<file path="src/rtl/npc_pkg.sv">
package npc_pkg;
  typedef enum logic [1:0] {
    SRC_SEQ      = 2'd0,
    SRC_BRANCH   = 2'd1,
    SRC_DIRECT   = 2'd2,
    SRC_REGISTER = 2'd3
  } npc_src_e;
endpackage

</file>
<file path="src/rtl/npc_branch_eval.sv">
module npc_branch_eval (
  input  logic zero_flag,
  input  logic is_beq,
  input  logic is_bne,
  output logic take_branch
);
  logic eq_hit;
  logic ne_hit;

  assign eq_hit      = is_beq & zero_flag;
  assign ne_hit      = is_bne & ~zero_flag;
  assign take_branch = eq_hit | ne_hit;

  always_comb begin
    // equal-branch with zero set must be taken
    a_r2_beq_taken: assert (!(is_beq && zero_flag) || take_branch)
      else $error("R2 equal branch not taken");
    // not-equal-branch with zero clear must be taken
    a_r3_bne_taken: assert (!(is_bne && !zero_flag) || take_branch)
      else $error("R3 not-equal branch not taken");
    // no branch control means no branch
    a_r1_no_ctrl: assert (is_beq || is_bne || !take_branch)
      else $error("R1 branch taken without control");
  end
endmodule

</file>
<file path="src/rtl/npc_target_gen.sv">
module npc_target_gen #(
  parameter int XLEN     = 32,
  parameter int JFIELD_W = 26,
  parameter int ALIGN    = 2
) (
  input  logic [XLEN-1:0]     pc_plus4,
  input  logic [XLEN-1:0]     br_offset,
  input  logic [JFIELD_W-1:0] jfield,
  output logic [XLEN-1:0]     branch_target,
  output logic [XLEN-1:0]     direct_target
);
  localparam int REGION_W = XLEN - JFIELD_W - ALIGN;

  function automatic logic [XLEN-1:0] fn_rel(input logic [XLEN-1:0] base,
                                             input logic [XLEN-1:0] words);
    return base + (words << ALIGN);
  endfunction

  function automatic logic [XLEN-1:0] fn_region(input logic [XLEN-1:0] base,
                                                input logic [JFIELD_W-1:0] fld);
    return {base[XLEN-1 -: REGION_W], fld, {ALIGN{1'b0}}};
  endfunction

  assign branch_target = fn_rel(pc_plus4, br_offset);
  assign direct_target = fn_region(pc_plus4, jfield);

  always_comb begin
    // direct target stays word aligned and in the current region
    a_r5_region_kept: assert (direct_target[XLEN-1 -: REGION_W] == pc_plus4[XLEN-1 -: REGION_W]
                              && direct_target[ALIGN-1:0] == '0)
      else $error("R5 direct target malformed");
  end
endmodule

</file>
<file path="src/rtl/npc_select.sv">
module npc_select
  import npc_pkg::*;
#(
  parameter int XLEN = 32
) (
  input  logic [XLEN-1:0] pc_plus4,
  input  logic [XLEN-1:0] branch_target,
  input  logic [XLEN-1:0] direct_target,
  input  logic [XLEN-1:0] reg_target,
  input  logic            take_branch,
  input  logic            is_jump,
  input  logic            is_jreg,
  output npc_src_e        src,
  output logic [XLEN-1:0] next_pc,
  output logic            pc_redirect
);
  always_comb begin
    if (is_jreg)          src = SRC_REGISTER;
    else if (is_jump)     src = SRC_DIRECT;
    else if (take_branch) src = SRC_BRANCH;
    else                  src = SRC_SEQ;
  end

  always_comb begin
    case (src)
      SRC_REGISTER: next_pc = reg_target;
      SRC_DIRECT:   next_pc = direct_target;
      SRC_BRANCH:   next_pc = branch_target;
      default:      next_pc = pc_plus4;
    endcase
  end

  assign pc_redirect = (src != SRC_SEQ);

  always_comb begin
    // register jump overrides every other source
    a_r7_reg_first: assert (!is_jreg || next_pc == reg_target)
      else $error("R7 register jump lost priority");
    // direct jump overrides a branch
    a_r7_direct_second: assert (is_jreg || !is_jump || next_pc == direct_target)
      else $error("R7 direct jump lost priority");
    // no redirect means the sequential address
    a_r9_seq_when_idle: assert (pc_redirect || next_pc == pc_plus4)
      else $error("R9 idle path not sequential");
    // any jump control forces a redirect
    a_r9_jump_redirects: assert (!(is_jump || is_jreg) || pc_redirect)
      else $error("R9 jump without redirect");
  end
endmodule

</file>
<file path="src/rtl/npc_unit.sv">
module npc_unit
  import npc_pkg::*;
#(
  parameter int XLEN     = 32,
  parameter int JFIELD_W = 26,
  parameter int ALIGN    = 2
) (
  input  logic [XLEN-1:0]     pc_plus4,
  input  logic [XLEN-1:0]     br_offset,
  input  logic                zero_flag,
  input  logic                is_beq,
  input  logic                is_bne,
  input  logic                is_jump,
  input  logic                is_jreg,
  input  logic                is_link,
  input  logic [JFIELD_W-1:0] jfield,
  input  logic [XLEN-1:0]     reg_target,
  output logic [XLEN-1:0]     next_pc,
  output logic                pc_redirect,
  output logic [XLEN-1:0]     link_value
);
  logic            take_branch;
  logic [XLEN-1:0] branch_target;
  logic [XLEN-1:0] direct_target;
  npc_src_e        src;

  npc_branch_eval u_eval (
    .zero_flag   (zero_flag),
    .is_beq      (is_beq),
    .is_bne      (is_bne),
    .take_branch (take_branch)
  );

  npc_target_gen #(.XLEN(XLEN), .JFIELD_W(JFIELD_W), .ALIGN(ALIGN)) u_tgt (
    .pc_plus4      (pc_plus4),
    .br_offset     (br_offset),
    .jfield        (jfield),
    .branch_target (branch_target),
    .direct_target (direct_target)
  );

  npc_select #(.XLEN(XLEN)) u_sel (
    .pc_plus4      (pc_plus4),
    .branch_target (branch_target),
    .direct_target (direct_target),
    .reg_target    (reg_target),
    .take_branch   (take_branch),
    .is_jump       (is_jump),
    .is_jreg       (is_jreg),
    .src           (src),
    .next_pc       (next_pc),
    .pc_redirect   (pc_redirect)
  );

  assign link_value = is_link ? pc_plus4 : '0;

  always_comb begin
    // return address is the sequential address whenever linking
    a_r8_link_seq: assert (!is_link || link_value == pc_plus4)
      else $error("R8 link value wrong");
    a_r8_link_quiet: assert (is_link || link_value == '0)
      else $error("R8 link value not quiet");
    // a branch selection lands on the branch target
    a_r4_branch_used: assert (src != SRC_BRANCH || next_pc == branch_target)
      else $error("R4 branch target not used");
  end
endmodule

</file>
<file path="config.mk">
export PLATFORM = sky130hd
export DESIGN_NAME = npc_unit
export DESIGN_NICKNAME = d
export VERILOG_FILES = /design/src/rtl/npc_pkg.sv /design/src/rtl/npc_branch_eval.sv /design/src/rtl/npc_target_gen.sv /design/src/rtl/npc_select.sv /design/src/rtl/npc_unit.sv
export SDC_FILE = /design/constraint.sdc
export NUM_CORES = 1
export LEC_CHECK = 0
export ABC_CLOCK_PERIOD_IN_PS = 3470
export BUFFER_PORTS_ARGS = -buffer_cell sky130_fd_sc_hd__buf_2
export CAP_MARGIN = 20
export CORE_ASPECT_RATIO = 2
export CORE_MARGIN = 8
export CORE_UTILIZATION = 35
export DETAILED_ROUTE_END_ITERATION = 16
export PLACE_DENSITY = 0.79
export REMOVE_ABC_BUFFERS = 1
export SLEW_MARGIN = 10
export SYNTH_ARGS = -nofsm -noshare
export SYNTH_HDL_FRONTEND = slang
export SYNTH_SLANG_ARGS = --single-unit
</file>
<file path="constraint.sdc">
create_clock -name vclk -period 3.47
set_input_delay 0.347 -clock vclk [all_inputs]
set_output_delay 0.347 -clock vclk [all_outputs]
set_load 0.005 [all_outputs]
</file>
-- Word-level counts from Yosys, hierarchy flattened
Cells that the tools add are included.
- add/sub/neg operators: 1
- eq/ne operators: 3
- multiplexer cells: 5
- bitwise gates (word level): 4
- reductions and logical operators: 1
- operators by type and width (cell ; count):
    one-hot mux 32 bit (3 select lines) ; 1
    adder 32 bit ; 1
    two-way mux 32 bit ; 1
    == test 2 bit (second input constant) ; 2
    two-way mux 2 bit ; 2
    bitwise AND 1 bit ; 2
    == test 2 x 1 -> 1 bit (second input constant) ; 1
    nonzero test 2 bit ; 1
    two-way mux 1 bit ; 1
    NOT 1 bit ; 1
    OR 1 bit ; 1
- register bits: 0
- output and inout port bits: 65
- word-level logic and storage cells: 14

-- Longest topological paths before layout
Gate-level depths: netlist of the first run.
- depth in word-level cells: 8
- mapped depth: 11
- mapped depth without buffers: 10

-- Hierarchy
From an unflattened synthesis of the first run, not the netlist that was laid out.
- cell total of the unflattened synthesis: 414
- area total of the unflattened synthesis: 2992.9 µm²
- by module, submodules not included (module ; instances ; cells each ; area an instance (µm²) ; seq. area each (µm²)):
    npc_target_gen ; 1 ; 258 ; 1829.3 ; 0.0
    npc_select ; 1 ; 120 ; 893.4 ; 0.0
    npc_unit ; 1 ; 35 ; 255.2 ; 0.0
    npc_branch_eval ; 1 ; 1 ; 15.0 ; 0.0

-- Worst setup path after synthesis of the first run
Ideal clock, no wire load.
- path kind: input port to output port
- start point: input port pc_plus4[2]
- end point: output port next_pc[28]
- arrival time: 2.758 ns
- data required time: 3.123 ns
- path slack: 0.365 ns
- stages on the path: 10
- buffers on the path: 0
- path through: ha_1 > fa_1 > a21oi_1 > o21ai_2 > o41a_1 > a221oi_4 > o21bai_2 > or4_1 > nand4_1 > o221ai_2
- longest elaborated chain between the ends: 2
- RTL lines (item ; line ; text):
    start, declared ; npc_unit.sv:8 ; input logic [XLEN-1:0] pc_plus4,
    adder 32 bit ; npc_target_gen.sv:16 ; return base + (words << ALIGN);
    one-hot mux 32 bit (3 select lines) ; npc_select.sv:25 ; case (src)
    end, declared ; npc_unit.sv:18 ; output logic [XLEN-1:0] next_pc,
No other way between the ends.

-- Worst setup path in the final report of the first run
Ends and elaborated chain as after synthesis.

==> results of run 1 <==
## cells by family after synthesis
group	count (synthesis)	share of synthesized area, %
and+or+nand+nor	153	30.3
AOI/OAI and AO/OA	141	38.8
adders and majority gates	30	15.3
buffers and inverters	30	4.49
xor gates and xnor gates	26	9.08
muxes	5	2.09
## worst max-delay path by stage
| stage | endpoint | slack (ps) | cells after the start |
|---|---|---|---|
| after floorplan | next_pc[28] | 360 | 10 |
| after global placement | next_pc[28] | -80 | 12 |
| after detailed placement | next_pc[28] | -80 | 12 |
| after CTS | next_pc[20] | 20 | 13 |
| after global routing | next_pc[28] | -4 | 13 |
| final | next_pc[28] | 90 | 13 |
## area by class of cell
class | instances | area [um2]
timing repair buffer | 210 | 1100
inverter | 8 | 30.0
fill | 718 | 3280
tap | 90 | 113
antenna | 1 | 2.50
multi-input combinational | 355 | 2410
## layer usage
metal | vias up | track usage, %
met4 | 0 | 3.45
met5 | - | 0
met1 | 1696 | 21.5
li1 | 1824 | -
met2 | 136 | 42.8
met3 | 10 | 1.93
## worst max-delay path, cell delays in order
cell and delay [ps]:
buf_2 110, ha_2 200, fa_2 390, a21oi_4 150, o21ai_2 80, o41a_1 380, a221oi_4 370, buf_6 150
o21bai_2 70, or4_1 420, nand4_1 120, o221ai_2 100, buf_2 140
## placed cells by master (no fill, tap or decap), types with 3 or more instances in the layout
cell type and n:
nand3_1 8, xor2_1 11, a31oi_1 7, nand2_1 31
a222oi_1 14, buf_4 18, xnor2_1 15, o21bai_1 5
o21ai_0 10, buf_2 191, mux2i_1 3, o221ai_1 5
a21o_1 11, nor2b_1 3, o21ai_1 11, nand4_1 7
a21oi_1 49, and2_1 35, inv_1 8, ha_1 28
and3_1 8, nor2_1 46, nor3_1 4
## power by group through the flow
stage                     clock [W]  sequential [W]  combinational (W)
finish              0.0000000000385               0           0.000618
global route        0.0000000000385               0           0.000684
CTS                               0               0           0.000616
detailed placement                0               0           0.000604
global placement                  0               0           0.000597
floorplan                         0               0           0.000348
## through the flow
step / hold slack, ps / instances / instance area, um2 / total power (W)
3_3_place_gp: 971 / 658 / 3600 / 0.000597
5_1_grt: 1000 / 664 / 3660 / 0.000684
4_1_cts: 972 / 662 / 3640 / 0.000616
2_1_floorplan: 754 / 363 / 2430 / 0.000348
3_5_place_dp: 970 / 658 / 3600 / 0.000604
6_report: 969 / 664 / 3660 / 0.000618
## what timing repair did
item	CTS	global route
buffers inserted	4	1
pin swaps	7	3
gates cloned	0	0
resized for setup	3	2
setup endpoints to repair	3	6
==> run metrics, run 1 <==
worst-margin pin slew=601 ps; FFs & Latches=0; dpl hpwl=9910 um; sw frac=52.2%; period utilization=97.3%; dpl ws=-76.1 ps; Hold Buf Count CTS=0; I/O pins=193; Yosys warning count=0; critical path endpoint category=output pin; Post-Route M1 WL=4190 um; Crit path arrival time=3030 ps; Leakage=1.92 nW; Rel. slew slack=58.8%; drt drc=0; initial drt markers=166; Synth area leader=ha_1; Initial Util=36.1%; first-pass GRT wire length=17600 um; met2 wire length=6490 um; Reg power frac=0%; Seq/Total Area, Yosys=0%; Via density=5.52; Rows=43; crit start category=primary input; Die X=75.9 um; Post-Syn Area=2510 um2; DRT antenna net count=0; Unique masters post-synth=58; worst hold path cell count=4; post-synth top area share=14.5%; worst hold start=reg_target[17]; post-DR wirelength/cell=17.4 um; GRT Overall Usage=21.1%; Overflow after GRT=0; fin worst setup slack=93.0 ps; DIE HEIGHT=136 um; status=finished clean; hold endpoint=next_pc[17]; Synth Instances=385; crit path from=pc_plus4[2]; Core ar.=6940 um2; Final nets=733; first-pass iteration count of the detailed router=7; required time of the worst setup path=3120 ps; Top Metal Used=met4; internal power=0.000296 W; Synth area leaders=ha_1 (14%), a21oi_1 (10%), and2_1 (8.7%), nor2_1 (6.9%), a222oi_1 (5.6%); P_sw=0.000323 W; DIE AREA=10300 um2; Post-synth top cells=a21oi_1 (50), nor2_1 (46), and2_1 (35); share of post-route cells with drive strength above 1=38.6%; critical path fanouts, max=3; Setup TNS=0 ps; Slew Limit Fails=0; DRT Wirelength=11600 um; pin count of the biggest net entering global routing=33; Clk network pwr share=0%; maximum clock frequency=0.296 GHz; Max-Cap Viols=0; # setup viols final=0; Fin. Hold Viols=0; RD Place Congestion=0.915; worst hold path type=in2out; number of global-route vias before repair=3763; Clock Buffer Count=0; critical setup path kind=in2out; PD cells=169 nW/um2; Reg area=0 um2; final core utilization=52.7%; IO Port Bufs=191; initial antenna violation count=1; met3 wire len=724 um; Synth-to-Final Area Change=45.9%; part of the power in combinational logic=100.0%; Mean Syn Cell Area=6.52 um2; minimum clock period=3380 ps; most common cell in the netlist=a21oi_1; Vias=3666; VDD IR max=0.0748 mV
Power figures use the tool's default switching activity.
==> run 2, diff against run 1 <==
--- a/config.mk
+++ b/config.mk
@@ -5,6 +5,7 @@
 export SDC_FILE = /design/constraint.sdc
 export NUM_CORES = 1
 export LEC_CHECK = 0
+export ABC_AREA = 1
 export ABC_CLOCK_PERIOD_IN_PS = 3470
 export BUFFER_PORTS_ARGS = -buffer_cell sky130_fd_sc_hd__buf_2
 export CAP_MARGIN = 20
@@ -12,7 +13,7 @@
 export CORE_MARGIN = 8
 export CORE_UTILIZATION = 35
 export DETAILED_ROUTE_END_ITERATION = 16
-export PLACE_DENSITY = 0.79
+export PLACE_DENSITY = 0.74
 export REMOVE_ABC_BUFFERS = 1
 export SLEW_MARGIN = 10
 export SYNTH_ARGS = -nofsm -noshare
==> run 2 against run 1 <==
- maximum frequency grew 27%
- final area grew 18%
- die area is 25% higher
- total power rose by 3.5%
- critical path depth decreased by 2
- critical path type unchanged
==> run metrics, run 2 <==
Setup TNS=0 ps (unchanged); crit start category=primary input; post-route cell area=4330 um2 (+18%); DRT Wirelength=13800 um (+19%); DRT antenna net count=0 (unchanged); Hold Buf Count CTS=0 (unchanged); I/O pins=193 (unchanged); period utilization=76.5% (-21 points); FFs & Latches=0 (unchanged); required time of the worst setup path=3120 ps (about the same); post-DR wirelength/cell=14.2 um (-19%); hold endpoint=link_value[0]; Via density=4.82 (-13%); IO Port Bufs=191 (unchanged); Post-synth top cells=nand2_1 (315), inv_1 (122), nand3_1 (50); worst path cell trace=buf_2, ha_1, fa_1, nand3_1, nand3_2, nand3_1, nand3_1, or2_2, nand3_1, nand4_1, buf_2; ant diodes=0 (-1); Overflow after GRT=0 (unchanged); Synth Instances=691 (+79%); Mean Syn Cell Area=4.75 um2 (-27%); Post-DP Area=4330 um2 (+20%); initial antenna violation count=0 (-1); WP buf/inv=2 (-1); Unique masters post-synth=31 (-47%); # setup viols final=0 (unchanged); Worst path slowest cell=fa_1; DIE HEIGHT=153 um (+13%); Max-Cap Viols=0 (unchanged); Seq/Total Area, Yosys=0% (unchanged); GRT Overall Usage=20.1% (-1.0 points); RSZ-0062 raised after global routing=no; Worst path top cell family by delay=simple AND/OR/NAND/NOR gates; Final nets=1030 (+41%); PD cells=148 nW/um2 (-12%); critical path fanouts, max=6 (+3); Rows=50 (+16%); worst hold margin=962 ps (-6.36 ps); Initial Util=35.4% (-0.70 points); RD Place Congestion=0.944 (+3.1%); pin count of the biggest net entering global routing=35 (+6.1%); Core ar.=9260 um2 (+33%); post-synth top area share=36.0% (+22 points); Clock Buffer Count=0 (unchanged); Vias=4696 (+28%); first-pass iteration count of the detailed router=4 (-3); drt drc=0 (unchanged); worst-margin pin slew=765 ps (+164 ps); worst hold start=pc_plus4[0]; Die X=84.5 um (+11%); DIE AREA=12900 um2 (+25%); Slew Limit Fails=0 (unchanged); final core utilization=46.7% (-6.0 points); commonest non-fill, non-tap cell in the layout=nand2_1; CP most frequent cell=nand3_1; post-CTS sizing=0 (-3); initial drt markers=175 (+5.4%); Rel. slew slack=48.9% (-9.9 points); commonest non-fill, non-tap cells in the layout=nand2_1 (315), buf_2 (191), inv_1 (122), nand3_1 (50), nand4_1 (34); critical setup path kind=in2out; status=finished clean; share of post-route cells with drive strength above 1=28.5% (-10 points); dpl hpwl=12100 um (+22%); Synth area leaders=nand2_1 (36%), inv_1 (14%), ha_1 (11%), nand3_1 (7.6%), nand4_1 (6.5%); worst hold path cell count=4 (unchanged); Crit path largest cell delay=460 ps (+40 ps); Setup Fix Bufs, Post-CTS=0 (-4); Yosys warning count=0 (unchanged); Crit path arrival time=2310 ps (-720 ps); maximum clock frequency=0.377 GHz (+27%); Reg area=0 um2 (unchanged); Fin. Hold Viols=0 (unchanged); worst hold path type=in2out; critical path endpoint category=output pin; first-pass GRT wire length=21400 um (+21%); VDD IR max=0.0565 mV (-24%); number of global-route vias before repair=4587 (+22%); most common cell in the netlist=nand2_1; Synth-to-Final Area Change=31.9%; minimum clock period=2660 ps (-722 ps); Post-Syn Area=3280 um2 (+31%); Leakage=2.86 nW (+49%); Synth area leader=nand2_1
-- run 2: final cells by class --
type / instances / area (um2)
well taps: 104 / 130
repair buffers: 195 / 986
multi-input cells: 550 / 2740
fillers: 1093 / 4930
inverters: 125 / 469
-- run 2: worst max-delay path by stage --
stage                startpoint     endpoint  slack (ps)  cells past startpoint
floorplan                is_beq   next_pc[6]        1310                      6
global placement    pc_plus4[2]  next_pc[14]         810                     11
detailed placement  pc_plus4[2]  next_pc[14]         790                     11
CTS                 pc_plus4[2]  next_pc[14]         780                     11
global route        pc_plus4[2]  next_pc[14]         660                     11
finish              pc_plus4[2]  next_pc[14]         810                     11
-- run 2: power breakdown --
part	internal [W]	switching (W)
combinational	0.000258	0.000383
sequential	0	0
clock	0	0
total	0.000258	0.000383
-- run 2: metrics by stage --
step	setup slack, ps	cells	power [W]
after floorplan	1310	675	0.000385
after global placement	811	974	0.000637
after global routing	663	974	0.000724
after CTS	785	974	0.000647
final	815	974	0.000640
after detailed placement	790	974	0.000644
-- run 2: cells by family (layout without fill, tap and decap cells) --
kind of cell	count (synthesis)	after routing	share of synthesized area, %
simple gates	489	489	65.9
xor+xnor	1	1	0.267
buf+inv	141	320	16.6
fa+ha+maj	30	30	11.7
compound gates	30	30	5.57
-- run 2: per-layer routing --
layer	wire length [um]	up-vias	GRT usage, %
met5	0	-	0
met4	447	0	6.42
met3	547	26	2.09
met2	8050	133	43.6
met1	4770	2037	17.7
li1	-	2500	-
